[src/rtl/twi_slave_pkg.sv]
// Shared constants and controller state type for the two-wire register slave.
// Assumes byte-wide registers and a two-byte register pointer.
package twi_slave_pkg;
    localparam int TWI_BYTE_W = 8;
    localparam int TWI_PTR_W  = 16;
    localparam int TWI_CNT_W  = $clog2(TWI_BYTE_W + 1);

    typedef enum logic [2:0] {
        ST_IDLE,
        ST_DEVADDR,
        ST_PTR_HI,
        ST_PTR_LO,
        ST_WRITE,
        ST_READ,
        ST_SKIP
    } twi_state_e;
endpackage

[src/rtl/twi_line_sync.sv]
// Brings one asynchronous bus line into the system clock domain and reports
// its level and single-cycle rising and falling edges.
// Assumes STAGES >= 2; resets to the idle (high) bus level.
module twi_line_sync #(
    parameter int STAGES = 2
) (
    input  logic clk,
    input  logic rst_n,
    input  logic line_i,
    output logic lvl_o,
    output logic rise_o,
    output logic fall_o
);
    logic [STAGES-1:0] chain_q;
    logic              prev_q;

    // Shift the line through the synchronizer and remember the last level.
    always_ff @(posedge clk) begin
        if (!rst_n) begin
            chain_q <= '1;
            prev_q  <= 1'b1;
        end else begin
            chain_q <= {chain_q[STAGES-2:0], line_i};
            prev_q  <= chain_q[STAGES-1];
        end
    end

    assign lvl_o  = chain_q[STAGES-1];
    assign rise_o = lvl_o & ~prev_q;
    assign fall_o = ~lvl_o & prev_q;
endmodule

[src/rtl/twi_bus_cond.sv]
// Decodes start and stop conditions from synchronized bus signals.
// Assumes both lines pass through synchronizers of equal depth.
module twi_bus_cond (
    input  logic scl_lvl_i,
    input  logic sda_rise_i,
    input  logic sda_fall_i,
    output logic start_o,
    output logic stop_o
);
    // A data edge while the clock is high is a bus condition.
    always_comb begin
        start_o = scl_lvl_i & sda_fall_i;
        stop_o  = scl_lvl_i & sda_rise_i;
    end
endmodule

[src/rtl/twi_slave_ctrl.sv]
// Protocol engine: device-byte match, pointer capture, write strobes,
// read fetch and shift-out, and acknowledge handling.
// Assumes single-cycle scl edge pulses and a bank that returns data one
// cycle after a read strobe. Output updates follow a falling bus clock.
module twi_slave_ctrl
    import twi_slave_pkg::*;
#(
    parameter logic [7:0] DEV_ID_SEL0 = 8'h90,
    parameter logic [7:0] DEV_ID_SEL1 = 8'hBA
) (
    input  logic                  clk,
    input  logic                  rst_n,
    input  logic                  scl_rise_i,
    input  logic                  scl_fall_i,
    input  logic                  sda_lvl_i,
    input  logic                  start_i,
    input  logic                  stop_i,
    input  logic                  addr_sel_i,
    output logic                  sda_oe_o,
    output logic [TWI_PTR_W-1:0]  reg_addr_o,
    output logic [TWI_BYTE_W-1:0] reg_wdata_o,
    output logic                  reg_wr_o,
    output logic                  reg_rd_o,
    input  logic [TWI_BYTE_W-1:0] reg_rdata_i
);
    localparam logic [TWI_PTR_W-1:0] PTR_ONE  = 1;
    localparam logic [TWI_CNT_W-1:0] CNT_ONE  = 1;
    localparam logic [TWI_CNT_W-1:0] CNT_FULL = TWI_CNT_W'(TWI_BYTE_W);

    twi_state_e              state_q;
    logic [TWI_BYTE_W-1:0]   shift_q;
    logic [TWI_CNT_W-1:0]    cnt_q;
    logic                    ack_ph_q;
    logic                    rw_q;
    logic                    rd_pend_q;
    logic [TWI_PTR_W-1:0]    ptr_q;
    logic [7:0]              dev_id;

    // Identity picked by the strap.
    always_comb dev_id = addr_sel_i ? DEV_ID_SEL1 : DEV_ID_SEL0;

    // Main protocol sequencer.
    always_ff @(posedge clk) begin
        if (!rst_n) begin
            state_q     <= ST_IDLE;
            shift_q     <= '0;
            cnt_q       <= '0;
            ack_ph_q    <= 1'b0;
            rw_q        <= 1'b0;
            rd_pend_q   <= 1'b0;
            ptr_q       <= '0;
            sda_oe_o    <= 1'b0;
            reg_addr_o  <= '0;
            reg_wdata_o <= '0;
            reg_wr_o    <= 1'b0;
            reg_rd_o    <= 1'b0;
        end else begin
            reg_wr_o  <= 1'b0;
            reg_rd_o  <= 1'b0;
            rd_pend_q <= reg_rd_o;
            if (rd_pend_q) begin
                shift_q <= reg_rdata_i;
                ptr_q   <= ptr_q + PTR_ONE;
            end
            if (start_i) begin
                state_q  <= ST_DEVADDR;
                cnt_q    <= '0;
                ack_ph_q <= 1'b0;
                sda_oe_o <= 1'b0;
            end else if (stop_i) begin
                state_q  <= ST_IDLE;
                ack_ph_q <= 1'b0;
                sda_oe_o <= 1'b0;
            end else begin
                case (state_q)
                    ST_DEVADDR, ST_PTR_HI, ST_PTR_LO, ST_WRITE: begin
                        if (scl_rise_i && !ack_ph_q) begin
                            shift_q <= {shift_q[TWI_BYTE_W-2:0], sda_lvl_i};
                            cnt_q   <= cnt_q + CNT_ONE;
                        end else if (scl_fall_i && !ack_ph_q && cnt_q == CNT_FULL) begin
                            ack_ph_q <= 1'b1;
                            sda_oe_o <= 1'b1;
                            case (state_q)
                                ST_DEVADDR: begin
                                    if (shift_q[7:1] != dev_id[7:1]) begin
                                        state_q  <= ST_SKIP;
                                        ack_ph_q <= 1'b0;
                                        sda_oe_o <= 1'b0;
                                    end else begin
                                        rw_q <= shift_q[0];
                                        if (shift_q[0]) begin
                                            reg_rd_o   <= 1'b1;
                                            reg_addr_o <= ptr_q;
                                        end
                                    end
                                end
                                ST_PTR_HI: ptr_q[TWI_PTR_W-1 -: TWI_BYTE_W] <= shift_q;
                                ST_PTR_LO: ptr_q[TWI_BYTE_W-1:0] <= shift_q;
                                ST_WRITE: begin
                                    reg_wr_o    <= 1'b1;
                                    reg_addr_o  <= ptr_q;
                                    reg_wdata_o <= shift_q;
                                    ptr_q       <= ptr_q + PTR_ONE;
                                end
                                default: ;
                            endcase
                        end else if (scl_fall_i && ack_ph_q) begin
                            ack_ph_q <= 1'b0;
                            cnt_q    <= '0;
                            sda_oe_o <= 1'b0;
                            case (state_q)
                                ST_DEVADDR: begin
                                    if (rw_q) begin
                                        state_q  <= ST_READ;
                                        sda_oe_o <= ~shift_q[TWI_BYTE_W-1];
                                    end else begin
                                        state_q <= ST_PTR_HI;
                                    end
                                end
                                ST_PTR_HI: state_q <= ST_PTR_LO;
                                default:   state_q <= ST_WRITE;
                            endcase
                        end
                    end
                    ST_READ: begin
                        if (!ack_ph_q) begin
                            if (scl_rise_i) begin
                                cnt_q <= cnt_q + CNT_ONE;
                            end else if (scl_fall_i) begin
                                if (cnt_q == CNT_FULL) begin
                                    sda_oe_o <= 1'b0;
                                    ack_ph_q <= 1'b1;
                                end else begin
                                    shift_q  <= {shift_q[TWI_BYTE_W-2:0], 1'b0};
                                    sda_oe_o <= ~shift_q[TWI_BYTE_W-2];
                                end
                            end
                        end else begin
                            if (scl_rise_i) begin
                                if (sda_lvl_i) begin
                                    state_q  <= ST_SKIP;
                                    ack_ph_q <= 1'b0;
                                end else begin
                                    reg_rd_o   <= 1'b1;
                                    reg_addr_o <= ptr_q;
                                end
                            end else if (scl_fall_i) begin
                                ack_ph_q <= 1'b0;
                                cnt_q    <= '0;
                                sda_oe_o <= ~shift_q[TWI_BYTE_W-1];
                            end
                        end
                    end
                    default: ;
                endcase
            end
        end
    end

    // a stop leaves the block idle with the line released.
    p_stop_release_r8: assert property (@(posedge clk) disable iff (!rst_n)
        stop_i && !start_i |=> (state_q == ST_IDLE) && !sda_oe_o);

    // a start, repeated or not, restarts device decoding.
    p_restart_decode_r10: assert property (@(posedge clk) disable iff (!rst_n)
        start_i |=> (state_q == ST_DEVADDR) && !sda_oe_o);

    // the output enable only moves after a falling clock or a condition.
    p_oe_after_fall_r9: assert property (@(posedge clk) disable iff (!rst_n)
        !$stable(sda_oe_o) |-> $past(scl_fall_i || start_i || stop_i));

    // an ignored transfer never drives the line.
    p_skip_silent_r3: assert property (@(posedge clk) disable iff (!rst_n)
        (state_q == ST_SKIP) |-> !sda_oe_o);

    // write strobes come only from the data-write phase and never with a read.
    p_wr_source_r5: assert property (@(posedge clk) disable iff (!rst_n)
        reg_wr_o |-> $past(state_q == ST_WRITE) && !reg_rd_o);
endmodule

[src/rtl/twi_reg_slave.sv]
// Top of the two-wire register slave: synchronizes both bus lines, decodes
// bus conditions and runs the protocol engine. The bus data line is wired
// open-drain outside: sda_oe_o high pulls it low.
module twi_reg_slave
    import twi_slave_pkg::*;
#(
    parameter int         SYNC_STAGES = 2,
    parameter logic [7:0] DEV_ID_SEL0 = 8'h90,
    parameter logic [7:0] DEV_ID_SEL1 = 8'hBA
) (
    input  logic                  clk,
    input  logic                  rst_n,
    input  logic                  scl_i,
    input  logic                  sda_i,
    output logic                  sda_oe_o,
    input  logic                  addr_sel_i,
    output logic [TWI_PTR_W-1:0]  reg_addr_o,
    output logic [TWI_BYTE_W-1:0] reg_wdata_o,
    output logic                  reg_wr_o,
    output logic                  reg_rd_o,
    input  logic [TWI_BYTE_W-1:0] reg_rdata_i
);
    localparam int LINES   = 2;
    localparam int IDX_SDA = 0;
    localparam int IDX_SCL = 1;

    logic [LINES-1:0] raw;
    logic [LINES-1:0] lvl;
    logic [LINES-1:0] rise;
    logic [LINES-1:0] fall;
    logic             start_cond;
    logic             stop_cond;

    assign raw = {scl_i, sda_i};

    // One synchronizer per bus line.
    for (genvar g = 0; g < LINES; g++) begin : g_sync
        twi_line_sync #(.STAGES(SYNC_STAGES)) sync_i (
            .clk   (clk),
            .rst_n (rst_n),
            .line_i(raw[g]),
            .lvl_o (lvl[g]),
            .rise_o(rise[g]),
            .fall_o(fall[g])
        );
    end

    twi_bus_cond cond_i (
        .scl_lvl_i (lvl[IDX_SCL]),
        .sda_rise_i(rise[IDX_SDA]),
        .sda_fall_i(fall[IDX_SDA]),
        .start_o   (start_cond),
        .stop_o    (stop_cond)
    );

    twi_slave_ctrl #(
        .DEV_ID_SEL0(DEV_ID_SEL0),
        .DEV_ID_SEL1(DEV_ID_SEL1)
    ) ctrl_i (
        .clk        (clk),
        .rst_n      (rst_n),
        .scl_rise_i (rise[IDX_SCL]),
        .scl_fall_i (fall[IDX_SCL]),
        .sda_lvl_i  (lvl[IDX_SDA]),
        .start_i    (start_cond),
        .stop_i     (stop_cond),
        .addr_sel_i (addr_sel_i),
        .sda_oe_o   (sda_oe_o),
        .reg_addr_o (reg_addr_o),
        .reg_wdata_o(reg_wdata_o),
        .reg_wr_o   (reg_wr_o),
        .reg_rd_o   (reg_rd_o),
        .reg_rdata_i(reg_rdata_i)
    );
endmodule

[config.mk]
export PLATFORM = sky130hd
export DESIGN_NAME = twi_reg_slave
export DESIGN_NICKNAME = d
export VERILOG_FILES = /design/src/rtl/twi_slave_pkg.sv /design/src/rtl/twi_line_sync.sv /design/src/rtl/twi_bus_cond.sv /design/src/rtl/twi_slave_ctrl.sv /design/src/rtl/twi_reg_slave.sv
export SDC_FILE = /design/constraint.sdc
export NUM_CORES = 1
export LEC_CHECK = 0
export BUFFER_PORTS_ARGS = -buffer_cell sky130_fd_sc_hd__buf_2
export CAP_MARGIN = 10
export CORE_ASPECT_RATIO = 1.25
export CORE_MARGIN = 4
export CORE_UTILIZATION = 60
export DETAILED_ROUTE_END_ITERATION = 10
export HOLD_SLACK_MARGIN = 0.05
export PLACE_DENSITY = 0.83
export SYNTH_ARGS = -nofsm -noshare
export SYNTH_HDL_FRONTEND = slang
export SYNTH_HIERARCHICAL = 1
export SYNTH_SLANG_ARGS = --single-unit
[constraint.sdc]
create_clock -name clk -period 5.5 [get_ports clk]
set_clock_uncertainty 0.1 [all_clocks]
set_input_delay 0.55 -clock clk [delete_from_list [all_inputs] [get_ports clk]]
set_output_delay 0.55 -clock clk [all_outputs]
set_load 0.005 [all_outputs]
=== Yosys cells after proc, flatten, opt, wreduce, memory -nomap -nowiden ===
Cells that the tools add are included.

* Multiply operators: 0
* Magnitude comparators: 0
* Reductions and logical operators: 19
* Shift operators: 0
* Divide/modulo/power cells: 0
* Bitwise logic cells: 19
* Equal/unequal tests: 33
* Muxes and demuxes: 82
* $add $sub $neg: 2

{| class="wikitable"
|+ Operators by type and width
! kind !! count
|-
| $mux 16 || 13
|-
| $mux 8 || 8
|-
| $pmux 16 s2 || 2
|-
| $pmux 8 s2 || 3
|-
| $mux 1 || 33
|-
| $mux 4 || 7
|-
| $mux 3 || 9
|-
| $add 16x1->16 const B || 1
|-
| $reduce_and 8->1 || 2
|-
| $ne 3x1->1 const B || 5
|-
| $reduce_and 7->1 || 2
|-
| $not 1->1 || 13
|-
| $ne 3x3->1 const B || 4
|-
| $pmux 3 s2 || 2
|-
| $reduce_and 11->1 || 1
|-
| $ne 5x5->1 const B || 2
|-
| $ne 2x1->1 const B || 4
|-
| $ne 2x2->1 const B || 4
|-
| $ne 4x3->1 const B || 2
|-
| $ne 4x4->1 const B || 2
|-
| $pmux 4 s2 || 1
|-
| $ne 7x7->1 || 1
|-
| $and 1x1->1 || 6
|-
| $eq 3x2->1 const B || 2
|-
| other kinds (19) || 26
|}

* Bits in writable memories: 0
* Output and inout bits: 27
* Register bits after elaboration: 67
* Input port bits: 13
* Memories: 0
* Bits in read-only memories: 0
* Latch bits: 0

=== Depth between registers and ports, before layout ===
* Word-level depth: 9
* Mapped depth: 8

=== Cells and area by module ===
Netlist, hierarchy kept.

{| class="wikitable"
|+ Modules (own cells, without submodules)
! module !! instances !! area an instance (um2) !! seq. area each (um2) !! cells an instance
|-
| twi_slave_ctrl || 1 || 3629.7 || 1221.2 || 428
|-
| twi_line_sync || 2 || 91.3 || 60.1 || 8
|-
| twi_bus_cond || 1 || 12.5 || 0.0 || 2
|}

=== Worst setup path after synthesis ===
Ideal clock, no wire load.

* Path kind: input to register
* Start: input addr_sel_i
* End: register ctrl_i.reg_addr_o[0]
* Required time: 5.328 ns
* Buffers on the path: 1
* Slack: 2.880 ns
* Library setup time: 0.072 ns
* Stages on the path: 6
* Data arrival time: 2.448 ns
* Path through: or4_4 > a211oi_4 > nand4_2 > a2111oi_4 > buf_6 > mux2i_1

* Word-level cells in the longest chain between the ends: 4

{| class="wikitable"
|+ RTL lines
! what !! line !! source
|-
| from (decl) || twi_reg_slave.sv:16 || <nowiki>input logic addr_sel_i,</nowiki>
|-
| $mux 6 || twi_slave_ctrl.sv:40 || <nowiki>always_comb dev_id = addr_sel_i ? DEV_ID_SEL1 : DEV_ID_SEL0;</nowiki>
|-
| $ne 7x7->1 || twi_slave_ctrl.sv:85 || <nowiki>if (shift_q[7:1] != dev_id[7:1]) begin</nowiki>
|-
| $ne 3x3->1 (no source line) || - ||
|-
| $reduce_and 11->1 (no source line) || - ||
|-
| to (signal assigned) || twi_slave_ctrl.sv:93 || <nowiki>reg_addr_o <= ptr_q;</nowiki>
|-
| to (signal assigned) || twi_slave_ctrl.sv:101 || <nowiki>reg_addr_o <= ptr_q;</nowiki>
|-
| to (signal assigned) || twi_slave_ctrl.sv:145 || <nowiki>reg_addr_o <= ptr_q;</nowiki>
|-
| to (decl) || twi_slave_ctrl.sv:20 || <nowiki>output logic [TWI_PTR_W-1:0] reg_addr_o,</nowiki>
|}

No other way between the ends.
A chain may end at the register's enable or synchronous reset.

=== Worst setup path in the final report ===
* Start: register g_sync[1].sync_i.prev_q
* End: register ctrl_i.ptr_q[14]

* Word-level cells in the longest chain between the ends: 8

{| class="wikitable"
|+ RTL lines
! what !! line !! source
|-
| from (decl) || twi_line_sync.sv:15 || <nowiki>logic prev_q;</nowiki>
|-
| from (signal assigned) || twi_line_sync.sv:24 || <nowiki>prev_q <= chain_q[STAGES-1];</nowiki>
|-
| $and 1x1->1 || twi_line_sync.sv:30 || <nowiki>assign fall_o = ~lvl_o & prev_q;</nowiki>
|-
| net fall[1] || twi_reg_slave.sv:30 || <nowiki>logic [LINES-1:0] fall;</nowiki>
|-
| $logic_and 1x1->1 (2 in a row) || twi_slave_ctrl.sv:80 || <nowiki>end else if (scl_fall_i && !ack_ph_q && cnt_q == CNT_FULL) begin</nowiki>
|-
| $mux 16 || twi_slave_ctrl.sv:80 ||
|-
| $mux 16 || twi_slave_ctrl.sv:77 || <nowiki>if (scl_rise_i && !ack_ph_q) begin</nowiki>
|-
| $mux 16 || twi_slave_ctrl.sv:75 || <nowiki>case (state_q)</nowiki>
|-
| $mux 16 || twi_slave_ctrl.sv:70 || <nowiki>end else if (stop_i) begin</nowiki>
|-
| $mux 16 || twi_slave_ctrl.sv:65 || <nowiki>if (start_i) begin</nowiki>
|-
| to (signal assigned) || twi_slave_ctrl.sv:63 || <nowiki>ptr_q <= ptr_q + PTR_ONE;</nowiki>
|-
| to (signal, indexed assignment) || twi_slave_ctrl.sv:97 || <nowiki>ST_PTR_HI: ptr_q[TWI_PTR_W-1 -: TWI_BYTE_W] <= shift_q;</nowiki>
|-
| to (signal, indexed assignment) || twi_slave_ctrl.sv:98 || <nowiki>ST_PTR_LO: ptr_q[TWI_BYTE_W-1:0] <= shift_q;</nowiki>
|-
| to (decl) || twi_slave_ctrl.sv:36 || <nowiki>logic [TWI_PTR_W-1:0] ptr_q;</nowiki>
|}

The timed path passes the listed nets, and every way through them passes these cells.

==> results by group <==
Critical path
  – Worst setup SP type: register
  – Reg-to-Reg Start: g_sync[1].sync_i/prev_q
  – Worst r2r dst: ctrl_i/ptr_q[14]
  – Setup CP Type: reg2reg
  – Crit path max fanout: 16
  – Worst endpoint required time: 5660 ps
  – Setup crit end kind: register
  – WP data arrival: 3370 ps
  – Flop2flop setup slack: 2290 ps
  – R2r worst-path depth: 5

Routing
  – Initial drt markers: 355
  – DRT Pass-1 Iters: 6
  – Antenna-violating nets left: 0
  – Routed vias: 3453
  – DRC Markers: 0
  – Avg WL per Cell: 16.3 um
  – Total Wirelength: 9080 um
  – Vias per cell: 6.21

Worst hold path
  – Hold Crit Class: in2reg
  – Hold_sp: scl_i
  – Hold Path Stages: 2
  – Hold EP: g_sync[1].sync_i/chain_q[0]

Floorplanning
  – Core box area: 6170 um2
  – Initial Util: 0.620
  – DIE WIDTH: 79.4 um
  – FP Rows: 32
  – Die height: 97.3 um
  – Die area: 7720 um2
  – Ports: 40

Global routing
  – Vias in the first global route: 3206
  – GR Util met3: 0.0584
  – Global route hottest layer: met2
  – Met2 GRT Util: 0.403
  – GRT Util Overall: 0.242
  – Antenna violations before repair: 0
  – First-pass GRT wire length: 15000 um
  – Largest net degree at the start of global routing: 59
  – Global route overflow: 0
  – GR Util met1: 0.290

Synthesis
  – FF+latch count, synth: 67
  – Cells after synthesis: 446
  – Synthesized cell area: 3820 um2
  – Number of synthesized flops with an enable pin: 0
  – Unique cell type count in the Yosys netlist: 68
  – Synth Flop Type: dfxtp_1
  – Post-synthesis compound-gate area fraction: 0.166
  – Post-Synth Adder-Cell Area: 0.00981
  – Syn nets: 462
  – Mux share of post-synthesis cell area: 0.0765
  – Fraction of registers with async set/reset: 0
  – Main combinational cell family by area after synthesis: simple AND/OR/NAND/NOR gates
  – Post-Synth Simple-Gate Area: 0.275
  – Sequential fraction of the synthesis area: 0.351
  – Mean post-synth cell area: 8.58 um2
  – Post-synthesis xor/xnor area fraction: 0.0687
  – Syn. warnings: 6

Power and ir drop
  – Pwr Density: 220 nW/um2
  – Max VDD drop: 0.169 mV
  – Leakage: 1.54 nW

STA
  – Worst setup slack after layout: 2290 ps
  – Post-layout min period: 3210 ps
  – Final Cycle Share: 0.584
  – Achievable Freq: 311 MHz
  – Slew @ Worst Pin: 987 ps
  – Setup tns final: 0 ps
  – Setup violators final: 0
  – Final Max Slew Viols: 0
  – Final hold vios: 0
  – Hold_ws: 291 ps
  – Slew HR: 0.340
  – RSZ-0062 raised after global routing: no

Place
  – HPWL Detailed: 6390 um
  – Routability cong.: 0.946
  – Placed instance area: 3970 um2
  – Placed Instances: 541
  – Buffers on Ports: 39
  – Pre-CTS setup slack: 2390 ps

Clock network
  – Resized cells post-CTS: 0
  – Clk slew on worst S/H paths: 70 ps
  – CTS tree: done
  – Cts hold-fix bufs: 0
  – Number of buffers created by CTS: 9
  – Setup bufs post-CTS: 0
  – Clk sinks: 67
  – Htree depth: 3
  – Deepest clock path buffer count: 2
  – CTS root buf: clkbuf_8
  – Skew-Pair Late Insertion Delay: 340 ps

Final layout
  – Layout Nets: 483
  – Fin area: 4150 um2
  – Area growth from synthesis to final layout: 8.57%
  – Fraction of layout instances using a drive strength above 1: 0.155
  – Final cell count without fillers: 556
  – ANT cells: 0

Job
  – Max-Cap Viols: 0

Run status
  – Status: complete, no violations
## layout by cell type (no fill, tap or decap), types with 6 or more instances in the layout
cell,instances
o211a_1,6
and2_1,10
mux2i_1,27
dfxtp_1,67
a21boi_1,9
buf_2,39
xnor2_1,9
nand4_1,11
nand2_1,68
nor2b_1,11
nand3_1,27
nand2b_1,10
xor2_1,21
a21oi_1,9
clkbuf_8,9
nor2_1,20
nand3b_1,6
nor3_1,8
a22oi_1,14
o22ai_1,14
## cell usage after synthesis (2+ instances only)
library cell | number | area [um2]
a22oi_1 | 14 | 105
buf_6 | 4 | 45.0
and2_1 | 10 | 62.6
nor4_1 | 4 | 25.0
mux2_2 | 2 | 22.5
nor2b_1 | 11 | 68.8
nand3_1 | 27 | 135
a21boi_1 | 9 | 67.6
nand4_1 | 11 | 68.8
nor2_1 | 20 | 75.1
nor3_1 | 8 | 40.0
o31a_1 | 2 | 17.5
a41oi_1 | 2 | 17.5
dlygate4sd1_1 | 3 | 26.3
buf_4 | 3 | 22.5
inv_1 | 5 | 18.8
o22ai_1 | 14 | 87.6
a21o_1 | 2 | 15.0
or3_1 | 4 | 25.0
xnor2_1 | 9 | 78.8
nand3b_1 | 6 | 45.0
a21oi_1 | 9 | 45.0
a31oi_1 | 2 | 12.5
o211ai_1 | 2 | 15.0
clkbuf_1 | 18 | 67.6
xor2_1 | 21 | 184
ha_1 | 3 | 37.5
mux2i_1 | 27 | 270
buf_1 | 4 | 15.0
nand2_1 | 68 | 255
and3_1 | 4 | 25.0
nand2b_1 | 10 | 62.6
nor3b_1 | 2 | 15.0
dfxtp_1 | 67 | 1340
o211a_1 | 6 | 60.1
## state kept, by name, summed over array words and instances (netlist names)
name                   cells
ctrl_i/reg_wr_o            1
ctrl_i/state_q             3
ctrl_i/reg_rd_o            1
ctrl_i/shift_q             8
ctrl_i/reg_addr_o         16
g_sync.sync_i/prev_q       2
ctrl_i/ptr_q              16
ctrl_i/reg_wdata_o         8
ctrl_i/rw_q                1
ctrl_i/ack_ph_q            1
g_sync.sync_i/chain_q      4
ctrl_i/sda_oe_o            1
ctrl_i/cnt_q               4
ctrl_i/rd_pend_q           1
## cell type report
type	instances	area [um2]
inverter	5	18.8
tap	85	106
clock inverter	5	55.1
clock buffer	10	128
timing repair buffer	43	225
multi-input combinational	341	2280
fill	538	2010
sequential	67	1340
## through the flow
stage,total power [mW],utilization
6_report,0.914,0.673
5_1_grt,0.948,0.673
4_1_cts,0.922,0.673
3_5_place_dp,0.536,0.644
3_3_place_gp,0.535,0.644
2_1_floorplan,0.526,-
## where the power goes
group	internal [mW]	switching [mW]
clock network	0.205	0.183
logic	0.0130	0.0220
registers	0.487	0.00335
total	0.706	0.208
## logic make-up (layout without fill, tap and decap cells)
kind of cell	after synthesis	count (layout)
and+or+nand+nor	199	199
buffers and inverters	38	63
muxes	29	29
AOI/OAI and AO/OA	80	80
adders and majority gates	3	3
xor gates and xnor gates	30	30
DFF	67	67
## worst max path at each step
stage / startpoint / end / depth (start not counted)
final: g_sync[1].sync_i/prev_q / ctrl_i/ptr_q[14] / 5
after global routing: g_sync[1].sync_i/prev_q / ctrl_i/ptr_q[8] / 5
after CTS: g_sync[1].sync_i/prev_q / ctrl_i/ptr_q[14] / 5
after detailed placement: g_sync[1].sync_i/prev_q / ctrl_i/ptr_q[14] / 5
after global placement: g_sync[1].sync_i/prev_q / ctrl_i/ptr_q[10] / 5
after floorplan: addr_sel_i / ctrl_i/reg_addr_o[0] / 6
## critical path, cell delays in order, from the launching register on
cell,delay [ps]
dfxtp_1,320
nor2b_1,550
or4b_1,560
nor2_1,720
nand3_1,550
o22ai_1,320
## layer usage
layer / routed length, um / share of wire
met5: 0 / 0
met4: 376 / 0.041
met3: 499 / 0.055
met2: 4430 / 0.49
met1: 3770 / 0.42
Power figures use the tool's default switching activity.
